[config.mk]
export PLATFORM = sky130hd
export DESIGN_NAME = pkt_buf_ctrl
export DESIGN_NICKNAME = d
export VERILOG_FILES = /design/src/rtl/pkt_buf_pkg.sv /design/src/rtl/pkt_fifo.sv /design/src/rtl/pkt_tx_ctrl.sv /design/src/rtl/pkt_rx_ctrl.sv /design/src/rtl/pkt_buf_ctrl.sv
export SDC_FILE = /design/constraint.sdc
export NUM_CORES = 1
export LEC_CHECK = 0
export BUFFER_PORTS_ARGS = -buffer_cell sky130_fd_sc_hd__clkbuf_2
export CORE_ASPECT_RATIO = 0.6
export CORE_UTILIZATION = 61
export DETAILED_ROUTE_END_ITERATION = 10
export HOLD_SLACK_MARGIN = 0.1
export PLACE_DENSITY_LB_ADDON = 0.3
export SYNTH_ARGS = -nofsm -noshare
export SYNTH_HDL_FRONTEND = slang
export SYNTH_SLANG_ARGS = --single-unit
[constraint.sdc]
create_clock -name clk -period 3.9 [get_ports clk]
set_input_delay 0.39 -clock clk [delete_from_list [all_inputs] [get_ports clk]]
set_output_delay 0.39 -clock clk [all_outputs]
set_load 0.01 [all_outputs]
[src/rtl/pkt_buf_pkg.sv]
package pkt_buf_pkg;

    localparam int BUF_DEPTH   = 16;
    localparam int BYTE_W      = 8;
    localparam int PKT_MAX_LEN = 40;
    localparam int HALF_MARK   = 8;

    typedef enum logic [1:0] {
        SEL_TX_BYTE = 2'd0,
        SEL_TX_LEN  = 2'd1,
        SEL_TX_GO   = 2'd2,
        SEL_NONE    = 2'd3
    } host_sel_e;

    typedef struct packed {
        logic active;
        logic underrun;
    } tx_stat_t;

    typedef struct packed {
        logic complete;
        logic overflow;
        logic avail;
    } rx_stat_t;

    function automatic logic [7:0] clamp_len(input logic [7:0] v, input logic [7:0] lim);
        return (v > lim) ? lim : v;
    endfunction

endpackage

[src/rtl/pkt_fifo.sv]
module pkt_fifo #(
    parameter int DEPTH = 16,
    parameter int W     = 8,
    localparam int AW   = $clog2(DEPTH),
    localparam int CW   = $clog2(DEPTH + 1)
) (
    input  logic          clk,
    input  logic          rst,
    input  logic          flush,
    input  logic          push,
    input  logic          pop,
    input  logic [W-1:0]  wdata,
    output logic [W-1:0]  rdata,
    output logic [CW-1:0] count
);
    logic [W-1:0]  mem [DEPTH];
    logic [AW-1:0] wr_ptr, rd_ptr;
    logic          is_full, is_empty, push_acc, pop_acc;

    function automatic logic [AW-1:0] step(input logic [AW-1:0] p);
        return (p == AW'(DEPTH - 1)) ? '0 : p + AW'(1);
    endfunction

    assign is_full  = (count == CW'(DEPTH));
    assign is_empty = (count == '0);
    assign pop_acc  = pop && !is_empty && !flush;
    assign push_acc = push && !flush && (!is_full || pop_acc);
    assign rdata    = mem[rd_ptr];

    always_ff @(posedge clk) begin
        if (push_acc) mem[wr_ptr] <= wdata;
    end

    always_ff @(posedge clk) begin
        if (rst || flush) begin
            wr_ptr <= '0;
            rd_ptr <= '0;
            count  <= '0;
        end else begin
            if (push_acc) wr_ptr <= step(wr_ptr);
            if (pop_acc)  rd_ptr <= step(rd_ptr);
            case ({push_acc, pop_acc})
                2'b10:   count <= count + CW'(1);
                2'b01:   count <= count - CW'(1);
                default: count <= count;
            endcase
        end
    end


    count_bound_chk: assert property (@(posedge clk) disable iff (rst)
        count <= CW'(DEPTH));


    full_drop_chk: assert property (@(posedge clk) disable iff (rst)
        (is_full && push && !pop && !flush) |=> (count == CW'(DEPTH)));

endmodule

[src/rtl/pkt_tx_ctrl.sv]
module pkt_tx_ctrl
    import pkt_buf_pkg::*;
#(
    parameter int MAX_LEN = 40,
    localparam int LEN_W  = $clog2(MAX_LEN + 1)
) (
    input  logic       clk,
    input  logic       rst,
    input  logic       len_wr,
    input  logic [7:0] len_in,
    input  logic       go,
    input  logic       req,
    input  logic       fifo_empty,
    output logic       pop,
    output tx_stat_t   stat
);
    logic [LEN_W-1:0] len_q, remain_q;
    logic             underrun_q;
    logic             active;

    assign active        = (remain_q != '0);
    assign pop           = req && active && !fifo_empty;
    assign stat.active   = active;
    assign stat.underrun = underrun_q;

    always_ff @(posedge clk) begin
        if (rst) begin
            len_q      <= '0;
            remain_q   <= '0;
            underrun_q <= 1'b0;
        end else begin
            if (len_wr) len_q <= LEN_W'(clamp_len(len_in, 8'(MAX_LEN)));
            if (go) begin
                remain_q   <= len_q;
                underrun_q <= 1'b0;
            end else begin
                if (pop) remain_q <= remain_q - LEN_W'(1);
                if (req && active && fifo_empty) underrun_q <= 1'b1;
            end
        end
    end


    len_cap_chk: assert property (@(posedge clk) disable iff (rst)
        len_q <= LEN_W'(MAX_LEN));


    underrun_cause_chk: assert property (@(posedge clk) disable iff (rst)
        $rose(underrun_q) |-> $past(req && fifo_empty));


    underrun_clear_chk: assert property (@(posedge clk) disable iff (rst)
        go |=> !underrun_q);


    remain_step_chk: assert property (@(posedge clk) disable iff (rst)
        (!go && pop) |=> (remain_q == $past(remain_q) - LEN_W'(1)));

endmodule

[src/rtl/pkt_rx_ctrl.sv]
module pkt_rx_ctrl
    import pkt_buf_pkg::*;
#(
    parameter int DEPTH   = 16,
    parameter int MAX_LEN = 40,
    parameter int THRESH  = 8,
    localparam int CW     = $clog2(DEPTH + 1),
    localparam int LEN_W  = $clog2(MAX_LEN + 1)
) (
    input  logic          clk,
    input  logic          rst,
    input  logic          start,
    input  logic [7:0]    len_in,
    input  logic          valid,
    input  logic          ack,
    input  logic          host_rd,
    input  logic [CW-1:0] fifo_count,
    output logic          push,
    output rx_stat_t      stat
);
    logic [LEN_W-1:0] remain_q;
    logic             complete_q, overflow_q;
    logic             take, fifo_full;

    assign fifo_full     = (fifo_count == CW'(DEPTH));
    assign take          = valid && !ack && !start && (remain_q != '0);
    assign push          = take;
    assign stat.complete = complete_q;
    assign stat.overflow = overflow_q;
    assign stat.avail    = (fifo_count >= CW'(THRESH)) || (complete_q && fifo_count != '0);

    always_ff @(posedge clk) begin
        if (rst) begin
            remain_q   <= '0;
            complete_q <= 1'b0;
            overflow_q <= 1'b0;
        end else if (start) begin
            remain_q   <= LEN_W'(clamp_len(len_in, 8'(MAX_LEN)));
            complete_q <= 1'b0;
            overflow_q <= 1'b0;
        end else if (take) begin
            remain_q <= remain_q - LEN_W'(1);
            if (remain_q == LEN_W'(1)) complete_q <= 1'b1;
            if (fifo_full && !host_rd) overflow_q <= 1'b1;
        end
    end


    ack_no_effect_chk: assert property (@(posedge clk) disable iff (rst)
        (valid && ack && !start) |=> $stable(remain_q));


    ovf_cause_chk: assert property (@(posedge clk) disable iff (rst)
        $rose(overflow_q) |-> $past(fifo_full && !host_rd));


    start_clear_chk: assert property (@(posedge clk) disable iff (rst)
        start |=> (!overflow_q && !complete_q));

endmodule

[src/rtl/pkt_buf_ctrl.sv]
module pkt_buf_ctrl
    import pkt_buf_pkg::*;
#(
    parameter int DEPTH   = BUF_DEPTH,
    parameter int MAX_LEN = PKT_MAX_LEN,
    parameter int THRESH  = HALF_MARK,
    localparam int CW     = $clog2(DEPTH + 1)
) (
    input  logic          clk,
    input  logic          rst,
    input  logic          host_wr,
    input  logic [1:0]    host_addr,
    input  logic [7:0]    host_wdata,
    input  logic          host_rd,
    output logic [7:0]    host_rdata,
    input  logic          tx_req,
    output logic          tx_valid,
    output logic [7:0]    tx_data,
    output logic          tx_active,
    output logic          tx_underrun,
    output logic          tx_space,
    output logic [CW-1:0] tx_free,
    input  logic          rx_start,
    input  logic [7:0]    rx_len,
    input  logic          rx_valid,
    input  logic          rx_ack,
    input  logic [7:0]    rx_byte,
    output logic [CW-1:0] rx_count,
    output logic          rx_avail,
    output logic          rx_complete,
    output logic          rx_overflow
);
    host_sel_e     sel;
    logic          tx_push, tx_len_wr, tx_go, tx_pop, rx_push;
    logic [CW-1:0] tx_count;
    tx_stat_t      tx_stat;
    rx_stat_t      rx_stat;

    assign sel       = host_sel_e'(host_addr);
    assign tx_push   = host_wr && (sel == SEL_TX_BYTE);
    assign tx_len_wr = host_wr && (sel == SEL_TX_LEN);
    assign tx_go     = host_wr && (sel == SEL_TX_GO);

    pkt_fifo #(.DEPTH(DEPTH), .W(BYTE_W)) u_tx_fifo (
        .clk(clk), .rst(rst), .flush(1'b0),
        .push(tx_push), .pop(tx_pop), .wdata(host_wdata),
        .rdata(tx_data), .count(tx_count)
    );

    pkt_tx_ctrl #(.MAX_LEN(MAX_LEN)) u_tx_ctrl (
        .clk(clk), .rst(rst), .len_wr(tx_len_wr), .len_in(host_wdata),
        .go(tx_go), .req(tx_req), .fifo_empty(tx_count == '0),
        .pop(tx_pop), .stat(tx_stat)
    );

    pkt_fifo #(.DEPTH(DEPTH), .W(BYTE_W)) u_rx_fifo (
        .clk(clk), .rst(rst), .flush(rx_start),
        .push(rx_push), .pop(host_rd), .wdata(rx_byte),
        .rdata(host_rdata), .count(rx_count)
    );

    pkt_rx_ctrl #(.DEPTH(DEPTH), .MAX_LEN(MAX_LEN), .THRESH(THRESH)) u_rx_ctrl (
        .clk(clk), .rst(rst), .start(rx_start), .len_in(rx_len),
        .valid(rx_valid), .ack(rx_ack), .host_rd(host_rd),
        .fifo_count(rx_count), .push(rx_push), .stat(rx_stat)
    );

    assign tx_valid    = tx_pop;
    assign tx_active   = tx_stat.active;
    assign tx_underrun = tx_stat.underrun;
    assign tx_free     = CW'(DEPTH) - tx_count;
    assign tx_space    = (tx_free >= CW'(THRESH));
    assign rx_avail    = rx_stat.avail;
    assign rx_complete = rx_stat.complete;
    assign rx_overflow = rx_stat.overflow;


    tx_both_full_chk: assert property (@(posedge clk) disable iff (rst)
        (tx_push && tx_valid && tx_free == '0) |=> (tx_free == '0));


    rx_flush_chk: assert property (@(posedge clk) disable iff (rst)
        rx_start |=> (rx_count == '0));


    tx_valid_nonempty_chk: assert property (@(posedge clk) disable iff (rst)
        tx_valid |-> (tx_free != CW'(DEPTH)));

endmodule

==> results.ini, run 1 <==
[pwr]
clockPowerShare_pct = 36.2
power.internal_uw = 5440
ir_worst_vdd_uv = 321
power.density_nw_per_um2 = 502
p_leak_uw = 0.00473
combinationalPowerShare_pct = 11.5
pwr-share-seq_pct = 52.3
switchingPower_uw = 1690
switching_share_pct = 23.7

[finish]
num-nets-final = 864
fin_area_sq_um = 14200
drive_gt1_share_pct = 25.3
area_growth_pct = 11.5
antenna_cells = 0

[die]
core_sq_um = 20200
start_util_pct = 63.0
pin_count = 67
rows = 40
die_w_microns = 189
die_h_microns = 114
die_area_sq_um = 21500

[run]
maxCapViolCount = 0

[sta]
setup_viol = 0
worstMarginPinSlew_ns = 0.907
finalHoldViolations = 0
skew_ns = 0.0212
period_share_pct = 85.7
slew_headroom_pct = 39.3
min_period_ns = 3.34
setup_ws_ns = 0.557
setup_tns_ns = 0
fmax_mhz = 299
drv_slew = 0
rsz0062_at_grt = no

[synthesis]
yosys_warnings = 0
synth-edff-count = 256
synth-seq-cells = 311
avgSynthCellArea_sq_um = 17.4
netlist-cell-type-count = 69
synth_area_leaders = edfxtp_1, mux4_2, dfxtp_1, ha_1, nor2_1
synth_top_family_by_area = multiplexers
synthXorXnorAreaFrac_pct = 1.10
synthSimpleGateAreaFrac_pct = 6.18
synth.top_cell.area_share_pct = 60.4
synth.most_common_cell = edfxtp_1
synthFlopType = edfxtp_1
synthTopCellsByCount = edfxtp_1, mux4_2, nor2_1
synth_compound_area_share_pct = 4.44
yosysTopAreaCell = edfxtp_1
syn-cell-area_sq_um = 12700
synthMuxAreaShare_pct = 14.9
async_reset_ff_share_pct = 0
syn-instance-count = 730
synth_nets = 789
synthAdderAreaFrac_pct = 2.52
yosysSeqAreaShare_pct = 69.0

[place]
hpwl_mm = 18.4
dpl_cell_area_sq_um = 13300
gp_congestion = 0.896
place_ws_ns = 0.642
io_buffer_count = 66

[clock_tree]
clk_latency_ns = 0.55
h-tree-depth = 1
clockRootBuffer = clkbuf_16
cts_tree = built
clkTransAtPathRegs_ns = 0.06
cts_buffer_depth = 3
cts_sinks = 311
cts_buffers = 28

[setup_path]
path_class = reg -> reg
required_ns = 4.32
crit_arrival_ns = 3.77
worstPathMaxFanout = 9
start_kind = flip-flop
endpoint_kind = flip-flop

[routing]
finalWirelength_mm = 28.6
vias = 7117
viasPerCell = 6.48
drtPass1Iterations = 5
drc = 0
drt_iter0_drc = 784
wl_per_cell_microns = 26.0
ant_nets = 0

[global_route]
grtUsageTotal_pct = 27.6
grt_pass1_wl_mm = 43.3
antenna_found_initial = 0
grt_remaining_overflow = 0
grt_pass1_vias = 7082
grt_max_degree = 36

[worst_hold_path]
min_path_type = in -> reg

[outcome]
outcome = complete, no violations

[kinds of logic after synthesis]
kind of cell             Yosys count
AO/OA/AOI/OAI                     76
flip-flops                       311
buffers and inverters             53
multiplexers                      90
XOR/XNOR                          16
adder cells (fa/ha/maj)           25
AND/OR/NAND/NOR                  159
[cell type report]
| type | count | area [sq um] |
|---|---|---|
| clock buffers | 35 | 737 |
| clock inverters | 16 | 116 |
| fillers | 1233 | 6020 |
| inverters | 20 | 75.1 |
| multi-input cells | 366 | 3720 |
| flip-flops and latches | 311 | 8790 |
| well taps | 273 | 342 |
| repair buffers | 78 | 423 |
[metrics by stage]
stage | cells | power (uW) | util [%] | hold WS [ns]
6_report | 1099 | 7130 | 70.2 | 0.161
5_1_grt | 1099 | 7350 | 70.2 | 0.192
4_1_cts | 1099 | 7150 | 70.2 | 0.151
3_5_place_dp | 1047 | 4610 | 66.0 | 0.483
3_3_place_gp | 1047 | 4580 | 66.0 | 0.469
2_1_floorplan | 730 | 4340 | - | 0.432
[state kept, by name, indices dropped and copies added (netlist names), named ones only]
register              flops
u_tx_fifo.count           5
u_rx_fifo.wr_ptr          4
u_rx_fifo.rd_ptr          4
u_rx_fifo.count           5
u_tx_ctrl.underrun_q      1
u_rx_ctrl.complete_q      1
u_tx_fifo.rd_ptr          4
u_rx_ctrl.overflow_q      1
u_tx_fifo.wr_ptr          4
u_tx_ctrl.remain_q        6
u_rx_ctrl.remain_q        6
u_tx_ctrl.len_q           6
u_tx_fifo.mem           128
u_rx_fifo.mem           128
[power groups by stage]
stage                     clock network (uW)  registers [uW]  logic (uW)
after floorplan                            0            3750         584
after global placement                     0            3790         783
after detailed placement                   0            3800         810
after CTS                               2600            3730         820
after global routing                    2730            3740         889
final                                   2580            3730         821
[per-layer routing]
metal  track usage [%]  wire, microns  up-vias
li1                  -              -     3054
met1              42.3          12300     3639
met2              42.8          13300      386
met3              4.46           2550       38
met4              5.11            439        0
met5                 0              0        -
[what timing repair did]
item                                    4_1_cts  5_1_grt
gates resized for setup                       0        0
hold endpoints to repair                      1        0
hold buffers                                  1        0
endpoints found under the setup margin        0        0
setup buffers                                 0        0
[worst max-delay path, cell delays in order, from the launching register on]
cell     delay, ns
dfxtp_1       0.38
inv_1         0.12
ha_1          0.24
nor3b_1       0.17
ha_1          0.21
and2b_1       0.27
o41ai_4       0.16
nor2_1        0.28
inv_1         0.13
fa_1          0.42
nor2b_1       0.16
o21a_1        0.15
o21ai_0       0.08
o32a_1        0.19
mux2_2        0.28
[cell usage in the layout, fill, tap and decap left out, drive strengths merged, types with 3 or more instances in the layout]
master,synthesis,final
a22o,3,3
a211oi,8,8
nor2,57,57
or3,4,4
xnor2,8,8
a22oi,3,3
dfxtp,55,55
clkinv,0,14
o21ai,8,8
a31oi,5,5
clkbuf,16,101
nand2b,6,6
nand2,26,26
inv,20,20
mux4,80,80
mux2i,9,9
xor2,8,8
ha,24,24
edfxtp,256,256
a21oi,19,19
buf,17,11
and2,17,17
nand3,10,10
nor4,3,3
nor3,18,18
[path summary, 6_finish.rpt]
check	start	end	slack (ns)	cells after the start
setup / recovery	u_tx_fifo.count[0]	u_tx_fifo.count[4]	0.56	14
hold / removal	tx_req	u_tx_ctrl.underrun_q	0.16	3
setup reg to reg	u_tx_fifo.count[0]	u_tx_fifo.count[4]	0.56	14
hold reg to reg	u_rx_ctrl.remain_q[4]	u_rx_ctrl.remain_q[4]	0.49	2
Power figures use the tool's default switching activity.
==> run 2, diff against run 1 <==
==> constraint.sdc (replaced) <==
create_clock -name clk -period 3.9 [get_ports clk]
set_input_delay 0.78 -clock clk [delete_from_list [all_inputs] [get_ports clk]]
set_output_delay 0.78 -clock clk [all_outputs]
set_load 0.01 [all_outputs]
==> run 2 against run 1 <==
- clock-buffer cell count is 12 higher
- register-to-register slack worse by 0.03 ns
- die area unchanged
- power up 0.83%
- hold slack better by 0.31 ns
- utilization is 0.19 points higher
- first-iteration DRC count grew 12%
- maximum frequency shrank 4.4%
- global-route usage decreased by 0.11 points
- clock power up 2%
- critical path depth shrank 10
- sequential power is essentially flat
==> results.ini, run 2 (synthesis gave the netlist of run 1 again) <==
[outcome]
outcome = complete, no violations

[clock_tree]
h-tree-depth = 1
cts_sinks = 311
holdBufCountCts = 0
cts_resized = 0
cts_buffers = 28
clockRootBuffer = clkbuf_16
cts_tree = built
cts_buffer_depth = 3
post_cts_buffers = 0
clk_latency_ns = 0.55
clkTransAtPathRegs_ns = 0.06

[routing]
vias = 7114
wl_per_cell_microns = 25.6
drtPass1Iterations = 7
ant_nets = 0
finalWirelength_mm = 28.2
viasPerCell = 6.46
drc = 0
drt_iter0_drc = 879

[setup_path]
path_common_cell = mux4_2
r2r_cells = 9
endpoint_kind = output port
cp_num_buf_inv = 2
worstPathMaxFanout = 13
slowest_stage = dfxtp_2
crit_cells = 4
required_ns = 3.12
crit_arrival_ns = 2.72
reg2reg_to = u_tx_fifo.mem[13][4]
r2r_start = u_tx_fifo.count[0]
slowest_delay_ns = 0.61
path_delay_family = multiplexers
path_class = reg -> out
crit_chain = buf_4 -> mux4_2 -> mux4_2 -> clkbuf_2
start_kind = flip-flop
endpoint = tx_data[7]
r2r_slack_ns = 0.53

[sta]
worstMarginPinSlew_ns = 0.873
period_share_pct = 89.7
min_period_ns = 3.50
rsz0062_at_grt = no
finalHoldViolations = 0
setup_tns_ns = 0
drv_slew = 0
slew_headroom_pct = 41.6
skew_ns = 0.0342
fmax_mhz = 286
setup_viol = 0

[global_route]
grt_remaining_overflow = 0
grtUsageTotal_pct = 27.5
grt_pass1_wl_mm = 43.3
antenna_found_initial = 1
grt_pass1_vias = 7146
grt_max_degree = 36

[die]
pin_count = 67
rows = 40
die_area_sq_um = 21500
core_sq_um = 20200
start_util_pct = 63.0
die_w_microns = 189
die_h_microns = 114

[finish]
reg.largest.list = u_rx_fifo.mem: 128 flops, u_tx_fifo.mem: 128 flops
layout_commonest_cell = edfxtp_1
num-nets-final = 866
final_cell_mix = edfxtp_1, mux4_2, clkbuf_2, nor2_1, dfxtp_1
final_cells = 1102
drive_gt1_share_pct = 25.1
area_growth_pct = 11.8
utilization_pct = 70.4
antenna_cells = 0
fin_area_sq_um = 14200

[pwr]
ir_worst_vdd_uv = 357
p_leak_uw = 0.00475
power.density_nw_per_um2 = 505

[worst_hold_path]
min_path_type = reg -> reg
hp-start = u_tx_ctrl.len_q[1]

[place]
io_buffer_count = 66
placed_cells = 1050
dpl_cell_area_sq_um = 13400
hpwl_mm = 18.2
gp_congestion = 0.912

[run]
maxCapViolCount = 0

run 2: cell types whose count changed in the layout (fill, tap and decap cells not counted):
cell           change
buf_4              +2
clkinv_2           -5
buf_12             +1
clkbuf_1           +9
clkinv_1           -4
clkbuf_4           +1
clkinv_4           -1
clkinvlp_4         -1
dlygate4sd3_1      -1
clkbuf_8           +2
run 2: worst min path at each step:
stage / to / slack (ns) / cells past startpoint
CTS: u_tx_ctrl.remain_q[1] / 0.47 / 2
global placement: u_tx_ctrl.remain_q[1] / 0.45 / 2
global route: u_tx_ctrl.remain_q[1] / 0.49 / 2
floorplan: u_tx_ctrl.remain_q[1] / 0.43 / 2
detailed placement: u_tx_ctrl.remain_q[1] / 0.46 / 2
finish: u_tx_ctrl.remain_q[1] / 0.47 / 2
run 2: layer usage:
layer / share of wire [%] / routed length, microns / GRT usage (%)
met1: 44 / 12500 / 42.9
met2: 45 / 12600 / 40.6
met5: 0.046 / 13 / 0
met4: 1.3 / 362 / 4.73
met3: 9.9 / 2790 / 6.15
run 2: where the power goes:
part           total, uW  internal, uW  switching, uW
sequential          3720          3640           71.5
combinational        841           387            453
clock               2630          1470           1160
total               7190          5500           1680
run 2: cell type report:
| type | instances | area [sq um] |
|---|---|---|
| Multi-Input combinational cell | 366 | 3720 |
| Clock buffer | 47 | 806 |
| Tap cell | 273 | 342 |
| Inverter | 20 | 75.1 |
| Clock inverter | 5 | 60.1 |
| Fill cell | 1289 | 5980 |
| Timing Repair Buffer | 80 | 448 |
| Sequential cell | 311 | 8790 |
run 2: worst min-delay path, delay by kind of cell (launching register included):
family / cells / cell delay [ns]
compound gates: 1 / 0.05
flops: 1 / 0.32
simple gates: 1 / 0.06
run 2: through the flow:
stage | hold WS [ns] | setup WS [ns] | power, uW
final | 0.474 | 0.403 | 7190
after detailed placement | 0.456 | 0.379 | 4620
after global placement | 0.450 | 0.519 | 4580
after floorplan | 0.432 | 0.667 | 4340
after global routing | 0.488 | 0.227 | 7420
after CTS | 0.473 | 0.320 | 7210
